## config.mk

```make
export PLATFORM = sky130hd
export DESIGN_NAME = octet_bus_core
export DESIGN_NICKNAME = d
export VERILOG_FILES = /design/src/rtl/obc_pkg.sv /design/src/rtl/obc_alu.sv /design/src/rtl/obc_decoder.sv /design/src/rtl/octet_bus_core.sv
export SDC_FILE = /design/constraint.sdc
export NUM_CORES = 1
export LEC_CHECK = 0
export BUFFER_PORTS_ARGS = -buffer_cell sky130_fd_sc_hd__buf_2
export CORE_MARGIN = 2
export CORE_UTILIZATION = 40
export DETAILED_ROUTE_END_ITERATION = 8
export PLACE_DENSITY_LB_ADDON = 0.3
export SYNTH_ARGS = -nofsm -noshare
export SYNTH_HDL_FRONTEND = slang
export SYNTH_SLANG_ARGS = --single-unit
```

## constraint.sdc

```tcl
create_clock -name clk -period 17.1 [get_ports clk]
set_input_delay 3.42 -clock clk [delete_from_list [all_inputs] [get_ports clk]]
set_output_delay 3.42 -clock clk [all_outputs]
set_load 0.01 [all_outputs]
```

## src/rtl/obc_pkg.sv

```systemverilog
package obc_pkg;

    typedef enum logic [2:0] {
        ST_RESET,
        ST_FETCH_ADDR,
        ST_FETCH_READ,
        ST_DECODE,
        ST_OPND_READ,
        ST_MEM_XFER
    } cpu_state_e;

    typedef enum logic [1:0] {
        ALU_ADD,
        ALU_SUB,
        ALU_MUL,
        ALU_DIV
    } alu_op_e;

    // operation nibble of the opcode byte
    localparam logic [3:0] OPC_LDI = 4'h1;
    localparam logic [3:0] OPC_LDM = 4'h2;
    localparam logic [3:0] OPC_ST  = 4'h3;
    localparam logic [3:0] OPC_ALU = 4'h4;
    localparam logic [3:0] OPC_CMP = 4'h5;
    localparam logic [3:0] OPC_JMP = 4'h6;
    localparam logic [3:0] OPC_MOV = 4'h7;

    // internal bus sources
    localparam int unsigned NUM_DRV = 6;
    localparam int unsigned DRV_PC  = 0;
    localparam int unsigned DRV_MEM = 1;
    localparam int unsigned DRV_A   = 2;
    localparam int unsigned DRV_B   = 3;
    localparam int unsigned DRV_C   = 4;
    localparam int unsigned DRV_FLG = 5;

    // test register bit positions
    localparam int unsigned FLG_EQ = 0;
    localparam int unsigned FLG_GT = 1;
    localparam int unsigned FLG_CY = 2;
    localparam int unsigned FLG_W  = 3;

    typedef struct packed {
        logic [NUM_DRV-1:0] drv_en;
        logic               a_ld;
        logic               b_ld;
        logic               c_ld;
        logic               al_ld;
        logic               ir_ld;
        logic               pc_ld;
        logic               pc_inc;
        logic               pc_clr;
        logic               flg_ld;
        logic               mem_rd;
        logic               mem_wr;
        alu_op_e            alu_op;
    } ctl_t;

endpackage

```

## src/rtl/obc_alu.sv

```systemverilog
module obc_alu
    import obc_pkg::*;
#(
    parameter int unsigned W = 8
) (
    input  logic [W-1:0]     opa,
    input  logic [W-1:0]     opb,
    input  alu_op_e          op,
    output logic [W-1:0]     res,
    output logic [FLG_W-1:0] flg
);
    logic [W:0]     sum;
    logic [W:0]     diff;
    logic [2*W-1:0] prod;
    logic           carry;

    assign sum  = {1'b0, opa} + {1'b0, opb};
    assign diff = {1'b0, opa} - {1'b0, opb};
    assign prod = {{W{1'b0}}, opa} * {{W{1'b0}}, opb};

    always_comb begin
        res   = sum[W-1:0];
        carry = sum[W];
        unique case (op)
            ALU_ADD: begin
                res   = sum[W-1:0];
                carry = sum[W];
            end
            ALU_SUB: begin
                res   = diff[W-1:0];
                carry = diff[W];
            end
            ALU_MUL: begin
                res   = prod[W-1:0];
                carry = |prod[2*W-1:W];
            end
            ALU_DIV: begin
                if (opb == '0) begin
                    res   = '1;
                    carry = 1'b1;
                end else begin
                    res   = opa / opb;
                    carry = 1'b0;
                end
            end
        endcase
    end

    always_comb begin
        flg         = '0;
        flg[FLG_EQ] = (opa == opb);
        flg[FLG_GT] = (opa > opb);
        flg[FLG_CY] = carry;
    end

endmodule

```

## src/rtl/obc_decoder.sv

```systemverilog
module obc_decoder
    import obc_pkg::*;
(
    input  logic             clk,
    input  logic             rst_n,
    input  logic [3:0]       opc,
    input  logic [1:0]       sel,
    input  logic [FLG_W-1:0] flg,
    output ctl_t             ctl
);
    cpu_state_e state_q;
    cpu_state_e state_d;
    logic       take;

    always_comb begin
        unique case (sel)
            2'd0: take = flg[FLG_EQ];
            2'd1: take = flg[FLG_GT];
            2'd2: take = flg[FLG_CY];
            2'd3: take = 1'b1;
        endcase
    end

    always_ff @(posedge clk or negedge rst_n) begin
        if (!rst_n) state_q <= ST_RESET;
        else        state_q <= state_d;
    end

    always_comb begin
        ctl        = '0;
        ctl.alu_op = ALU_ADD;
        state_d    = state_q;
        unique case (state_q)
            ST_RESET: begin
                ctl.pc_clr = 1'b1;
                state_d    = ST_FETCH_ADDR;
            end
            ST_FETCH_ADDR: begin
                ctl.drv_en[DRV_PC] = 1'b1;
                ctl.al_ld          = 1'b1;
                state_d            = ST_FETCH_READ;
            end
            ST_FETCH_READ: begin
                ctl.mem_rd          = 1'b1;
                ctl.drv_en[DRV_MEM] = 1'b1;
                ctl.ir_ld           = 1'b1;
                ctl.pc_inc          = 1'b1;
                state_d             = ST_DECODE;
            end
            ST_DECODE: begin
                state_d = ST_FETCH_ADDR;
                case (opc)
                    OPC_LDI, OPC_LDM, OPC_ST, OPC_JMP: begin
                        ctl.drv_en[DRV_PC] = 1'b1;
                        ctl.al_ld          = 1'b1;
                        state_d            = ST_OPND_READ;
                    end
                    OPC_ALU: begin
                        ctl.alu_op = alu_op_e'(sel);
                        ctl.c_ld   = 1'b1;
                        ctl.flg_ld = 1'b1;
                    end
                    OPC_CMP: begin
                        ctl.alu_op = ALU_SUB;
                        ctl.flg_ld = 1'b1;
                    end
                    OPC_MOV: begin
                        ctl.drv_en[DRV_C] = 1'b1;
                        ctl.a_ld          = 1'b1;
                    end
                    default: ;
                endcase
            end
            ST_OPND_READ: begin
                ctl.mem_rd          = 1'b1;
                ctl.drv_en[DRV_MEM] = 1'b1;
                state_d             = ST_FETCH_ADDR;
                case (opc)
                    OPC_LDI: begin
                        ctl.a_ld   = ~sel[0];
                        ctl.b_ld   = sel[0];
                        ctl.pc_inc = 1'b1;
                    end
                    OPC_LDM, OPC_ST: begin
                        ctl.al_ld  = 1'b1;
                        ctl.pc_inc = 1'b1;
                        state_d    = ST_MEM_XFER;
                    end
                    OPC_JMP: begin
                        ctl.pc_ld  = take;
                        ctl.pc_inc = ~take;
                    end
                    default: ;
                endcase
            end
            ST_MEM_XFER: begin
                state_d = ST_FETCH_ADDR;
                if (opc == OPC_LDM) begin
                    ctl.mem_rd          = 1'b1;
                    ctl.drv_en[DRV_MEM] = 1'b1;
                    ctl.a_ld            = ~sel[0];
                    ctl.b_ld            = sel[0];
                end else begin
                    ctl.mem_wr = 1'b1;
                    unique case (sel)
                        2'd0: ctl.drv_en[DRV_A]   = 1'b1;
                        2'd1: ctl.drv_en[DRV_B]   = 1'b1;
                        2'd2: ctl.drv_en[DRV_C]   = 1'b1;
                        2'd3: ctl.drv_en[DRV_FLG] = 1'b1;
                    endcase
                end
            end
            default: state_d = ST_RESET;
        endcase
    end


    // strobe_excl_chk
    strobe_excl_chk: assert property (@(posedge clk) disable iff (!rst_n)
        !(ctl.mem_rd && ctl.mem_wr));

endmodule

```

## src/rtl/octet_bus_core.sv

```systemverilog
module octet_bus_core
    import obc_pkg::*;
#(
    parameter int unsigned W = 8
) (
    input  logic         clk,
    input  logic         rst_n,
    output logic [W-1:0] mem_addr,
    input  logic [W-1:0] mem_rdata,
    output logic [W-1:0] mem_wdata,
    output logic         mem_rd,
    output logic         mem_wr
);
    localparam int unsigned PAD_W = W - FLG_W;

    ctl_t             ctl;
    logic [W-1:0]     bus;
    logic [W-1:0]     pc_q, al_q, ra_q, rb_q, rc_q;
    logic [5:0]       ir_q;
    logic [FLG_W-1:0] flg_q;
    logic [W-1:0]     alu_res;
    logic [FLG_W-1:0] alu_flg;
    logic [W-1:0]     src  [NUM_DRV];
    logic [W-1:0]     term [NUM_DRV];

    obc_decoder u_dec (
        .clk   (clk),
        .rst_n (rst_n),
        .opc   (ir_q[5:2]),
        .sel   (ir_q[1:0]),
        .flg   (flg_q),
        .ctl   (ctl)
    );

    obc_alu #(.W(W)) u_alu (
        .opa (ra_q),
        .opb (rb_q),
        .op  (ctl.alu_op),
        .res (alu_res),
        .flg (alu_flg)
    );

    // shared bus: gated sources ORed together
    assign src[DRV_PC]  = pc_q;
    assign src[DRV_MEM] = mem_rdata;
    assign src[DRV_A]   = ra_q;
    assign src[DRV_B]   = rb_q;
    assign src[DRV_C]   = rc_q;
    assign src[DRV_FLG] = {{PAD_W{1'b0}}, flg_q};

    for (genvar g = 0; g < NUM_DRV; g++) begin : g_drv
        assign term[g] = src[g] & {W{ctl.drv_en[g]}};
    end

    always_comb begin
        bus = '0;
        for (int i = 0; i < NUM_DRV; i++) bus = bus | term[i];
    end

    always_ff @(posedge clk or negedge rst_n) begin
        if (!rst_n) begin
            pc_q  <= '0;
            al_q  <= '0;
            ir_q  <= '0;
            ra_q  <= '0;
            rb_q  <= '0;
            rc_q  <= '0;
            flg_q <= '0;
        end else begin
            if (ctl.pc_clr)      pc_q <= '0;
            else if (ctl.pc_ld)  pc_q <= bus;
            else if (ctl.pc_inc) pc_q <= pc_q + W'(1);
            if (ctl.al_ld)  al_q  <= bus;
            if (ctl.ir_ld)  ir_q  <= {bus[W-1 -: 4], bus[1:0]};
            if (ctl.a_ld)   ra_q  <= bus;
            if (ctl.b_ld)   rb_q  <= bus;
            if (ctl.c_ld)   rc_q  <= alu_res;
            if (ctl.flg_ld) flg_q <= alu_flg;
        end
    end

    assign mem_addr  = al_q;
    assign mem_wdata = bus;
    assign mem_rd    = ctl.mem_rd;
    assign mem_wr    = ctl.mem_wr;


    // bus_single_drv_chk
    bus_single_drv_chk: assert property (@(posedge clk) disable iff (!rst_n)
        $onehot0(ctl.drv_en));


    // pc_clear_chk
    pc_clear_chk: assert property (@(posedge clk) disable iff (!rst_n)
        ctl.pc_clr |=> (pc_q == '0));


    // flag_hold_chk
    flag_hold_chk: assert property (@(posedge clk) disable iff (!rst_n)
        !ctl.flg_ld |=> $stable(flg_q));


    // c_hold_chk
    c_hold_chk: assert property (@(posedge clk) disable iff (!rst_n)
        !ctl.c_ld |=> $stable(rc_q));


    // wr_source_chk
    wr_source_chk: assert property (@(posedge clk) disable iff (!rst_n)
        mem_wr |-> ($countones(ctl.drv_en) == 1));

endmodule

```

==> out/summary.md <==
## Outcome
• complete, no violations — outcome

## Drt
• 19.6 mm — total wire length
• 18.7 um — routed wire length per instance
• 0 — number of remaining DRC errors
• 6 — Detailed Routing Iterations Pass 1
• 0 — Final ANT Viol Nets
• 5.71 — routed via count divided by cell count
• 6001 — via count of the routed design
• 581 — number of DRC violations after detailed-routing iteration 0

## Placement
• 0.994 — global placer's final weighted congestion
• 4320 ps — worst slack after detailed placement
• 14.9 mm — detailed placement HPWL
• 1043 — total instance count after detailed placement
• 27 — Port Buffers
• 7210 um2 — placed cell areas

## Clocking
• 52 — Clock Sinks
• 0 — number of gates given a new drive strength after cts
• 0 — number of buffers inserted by hold repair at cts
• 80 ps — clock transition time at the flip-flop clock pins of the worst setup and hold paths
• 300 ps — Clk Latency, worst-skew pair
• sky130_fd_sc_hd__clkbuf_16 — clock tree root buffer cell
• 0 — post-CTS setup-driven buffer insertion count
• 2 — H-tree lvl count
• 2 — maximum buffer depth of the clock tree
• 5 — number of buffers added by the clock tree synthesis step
• yes — TritonCTS clock tree

## Synth
• 0 — number of synthesized flops with an enable pin
• 963 — net count after synthesis
• 0 — yosys warns
• 823 — Syn Inst Count
• 100% — ys async rst share
• 18.9% — register area share after synthesis
• 64 — library cells used by synthesis
• 52 — post-synthesis sequential element count
• 6890 um2 — area of the mapped netlist
• 8.37 um2 — average instance area after synthesis
• sky130_fd_sc_hd__dfrtp_1 — most common flop cell mapped by yosys

## Finish
• 1692 — Filler cells
• 0 — number of antenna diodes
• 1300 um2 — Sequential cell area
• 7360 um2 — area of all placed cells without fillers
• 9.27% — share of layout cells above drive strength 1
• 970 — Final nets
• 1051 — Layout Cells excl Fill
• 5170 um2 — area taken by multi-input logic gates
• 6.83% — Layout area overhead

## STA
• 0 — final-report hold violation count
• 0 — final setup fails
• 77.6 MHz — highest attainable clock frequency
• 1060 ps — slew of the pin with the lowest slew margin
• 4210 ps — Setup WS post-layout
• 29.1% — max-slew headroom at the worst pin
• 12890 ps — final critical-path required period
• 11.8 ps — Max Clock Skew
• 0 — total count of max-transition violations in the final report
• 0 ps — setup TNS
• no — RSZ-0062 raised after global routing
• 75.4% — share of the clock period used by the worst path after layout

## Floorplan
• 135 um — vertical die dimension
• 47 — floorplan row count
• 135 um — Die W
• 41.2% — initial standard-cell utilization of the core
• 18300 um2 — Die Outline Area
• 16700 um2 — core area
• 28 — number of top-level design ports

## Setup path
• register — CP startpoint kind
• sky130_fd_sc_hd__a21oi_1 — most used cell along the critical path
• 12 — highest net fanout along the worst path
• 17250 ps — Data required, critical path
• 13040 ps — Worst Path Arrival
• 960 ps — stage delay of the slowest cell on the critical path
• register to register — worst setup path class
• sky130_fd_sc_hd__a2111oi_2 — library cell contributing the largest single delay on the critical path
• register — element type at the critical path end

## Global routing
• 53 — pin count of the biggest net entering global routing
• 0 — initial antenna violation count
• 22.0% — total global-route track usage
• 5811 — vias in the first global route
• 31.5 mm — global-route wire length before repair
• 0 — grt ovf

## Job
• 0 — Max-Cap Viols

## Min path
• register to register — Min-Delay Path Class

-- worst paths after layout --
kind                            startpoint      end  slack (ps)  cells past startpoint
worst max-delay path               rb_q[6]  rc_q[0]        4210                     49
worst min-delay path               rc_q[5]  rc_q[5]         490                      1
worst max register to register     rb_q[6]  rc_q[0]        4210                     49
worst min register to register     rc_q[5]  rc_q[5]         490                      1
max in group asynchronous            rst_n  ra_q[6]       13390                      2
min in group asynchronous            rst_n  pc_q[5]        3240                      2
-- state kept, by name (all words and copies together) (netlist names) --
register / flops
flg_q: 3
pc_q: 8
rb_q: 8
mem_addr: 8
rc_q: 8
ra_q: 8
ir_q: 6
u_dec.state_q: 3
-- per-layer routing --
layer  vias up  GRT usage (%)  routed length [um]
met3        24           3.25                1140
met2       180           36.3                9140
met4         0           4.51                 363
met5         -              0                   0
li1       2912              -                   -
met1      2885           30.6                8980
-- critical path, delay by kind of cell, from the launching register on --
family | cells | cell delay (ps)
mux | 4 | 1560
fa+ha+maj | 7 | 2150
compound gates | 28 | 5940
simple gates | 9 | 2400
flops | 1 | 540
buf+inv | 1 | 120
-- synth_stat cells (all sizes together) (4+ instances only) --
cell type	instances	area (um2)
nor2	86	323
and2	24	150
dfrtp	52	1300
xor2	10	87.6
or2	4	25.0
mux2	29	327
inv	80	300
nand2b	16	100
xnor2	17	149
a221o	8	80.1
o221ai	4	35.0
a2111oi	4	60.1
mux2i	16	160
nor3b	4	30.0
nor2b	8	50.1
a211oi	6	45.0
nand4	6	37.5
a31oi	7	43.8
or3	4	25.0
fa	38	761
o211ai	6	45.0
o31ai	4	30.0
ha	92	1150
nand2	56	210
clkbuf	28	105
a21o	11	82.6
o21ai	63	315
and3	6	37.5
o21bai	4	30.0
o21a	7	52.6
nor3	11	55.1
nand3	11	55.1
a21oi	63	319
-- kinds of logic after synthesis --
group	count (synthesis)	share of synthesized area, %
adders and majority gates	130	27.8
DFF	52	18.9
AOI/OAI and AO/OA	214	19.9
and+or+nand+nor	244	16.9
buffers and inverters	111	6.05
xor gates and xnor gates	27	3.43
muxes	45	7.06
-- placed cells by master (no fill, tap or decap), drive strengths merged, types with 10 or more instances in the layout --
| master | count |
|---|---|
| a21o | 11 |
| buf | 30 |
| nand3 | 11 |
| dfrtp | 52 |
| xnor2 | 17 |
| ha | 92 |
| and2 | 24 |
| nor2 | 86 |
| fa | 38 |
| a21oi | 63 |
| nand2 | 56 |
| mux2i | 16 |
| inv | 82 |
| o21ai | 63 |
| mux2 | 29 |
| nor3 | 11 |
| nand2b | 16 |
| xor2 | 10 |
-- stage by stage --
stage / utilization [%] / hold slack [ps]
6_report: 44.1 / 492
5_1_grt: 44.1 / 512
4_1_cts: 44.1 / 487
3_5_place_dp: 43.2 / 472
3_3_place_gp: 43.2 / 467
2_1_floorplan: - / 451
-- final cells by class --
type / instances / area share, %
sequential: 52 / 17.7
inverter: 81 / 4.13
clock inverter: 3 / 0.340
timing repair buffer: 30 / 2.14
clock buffer: 5 / 1.70
multi-input combinational: 660 / 70.3
tap: 220 / 3.74
Power is left out: the tool's default activity adds up to more than one toggle a clock period on the data nets, which glitch-free logic cannot reach.
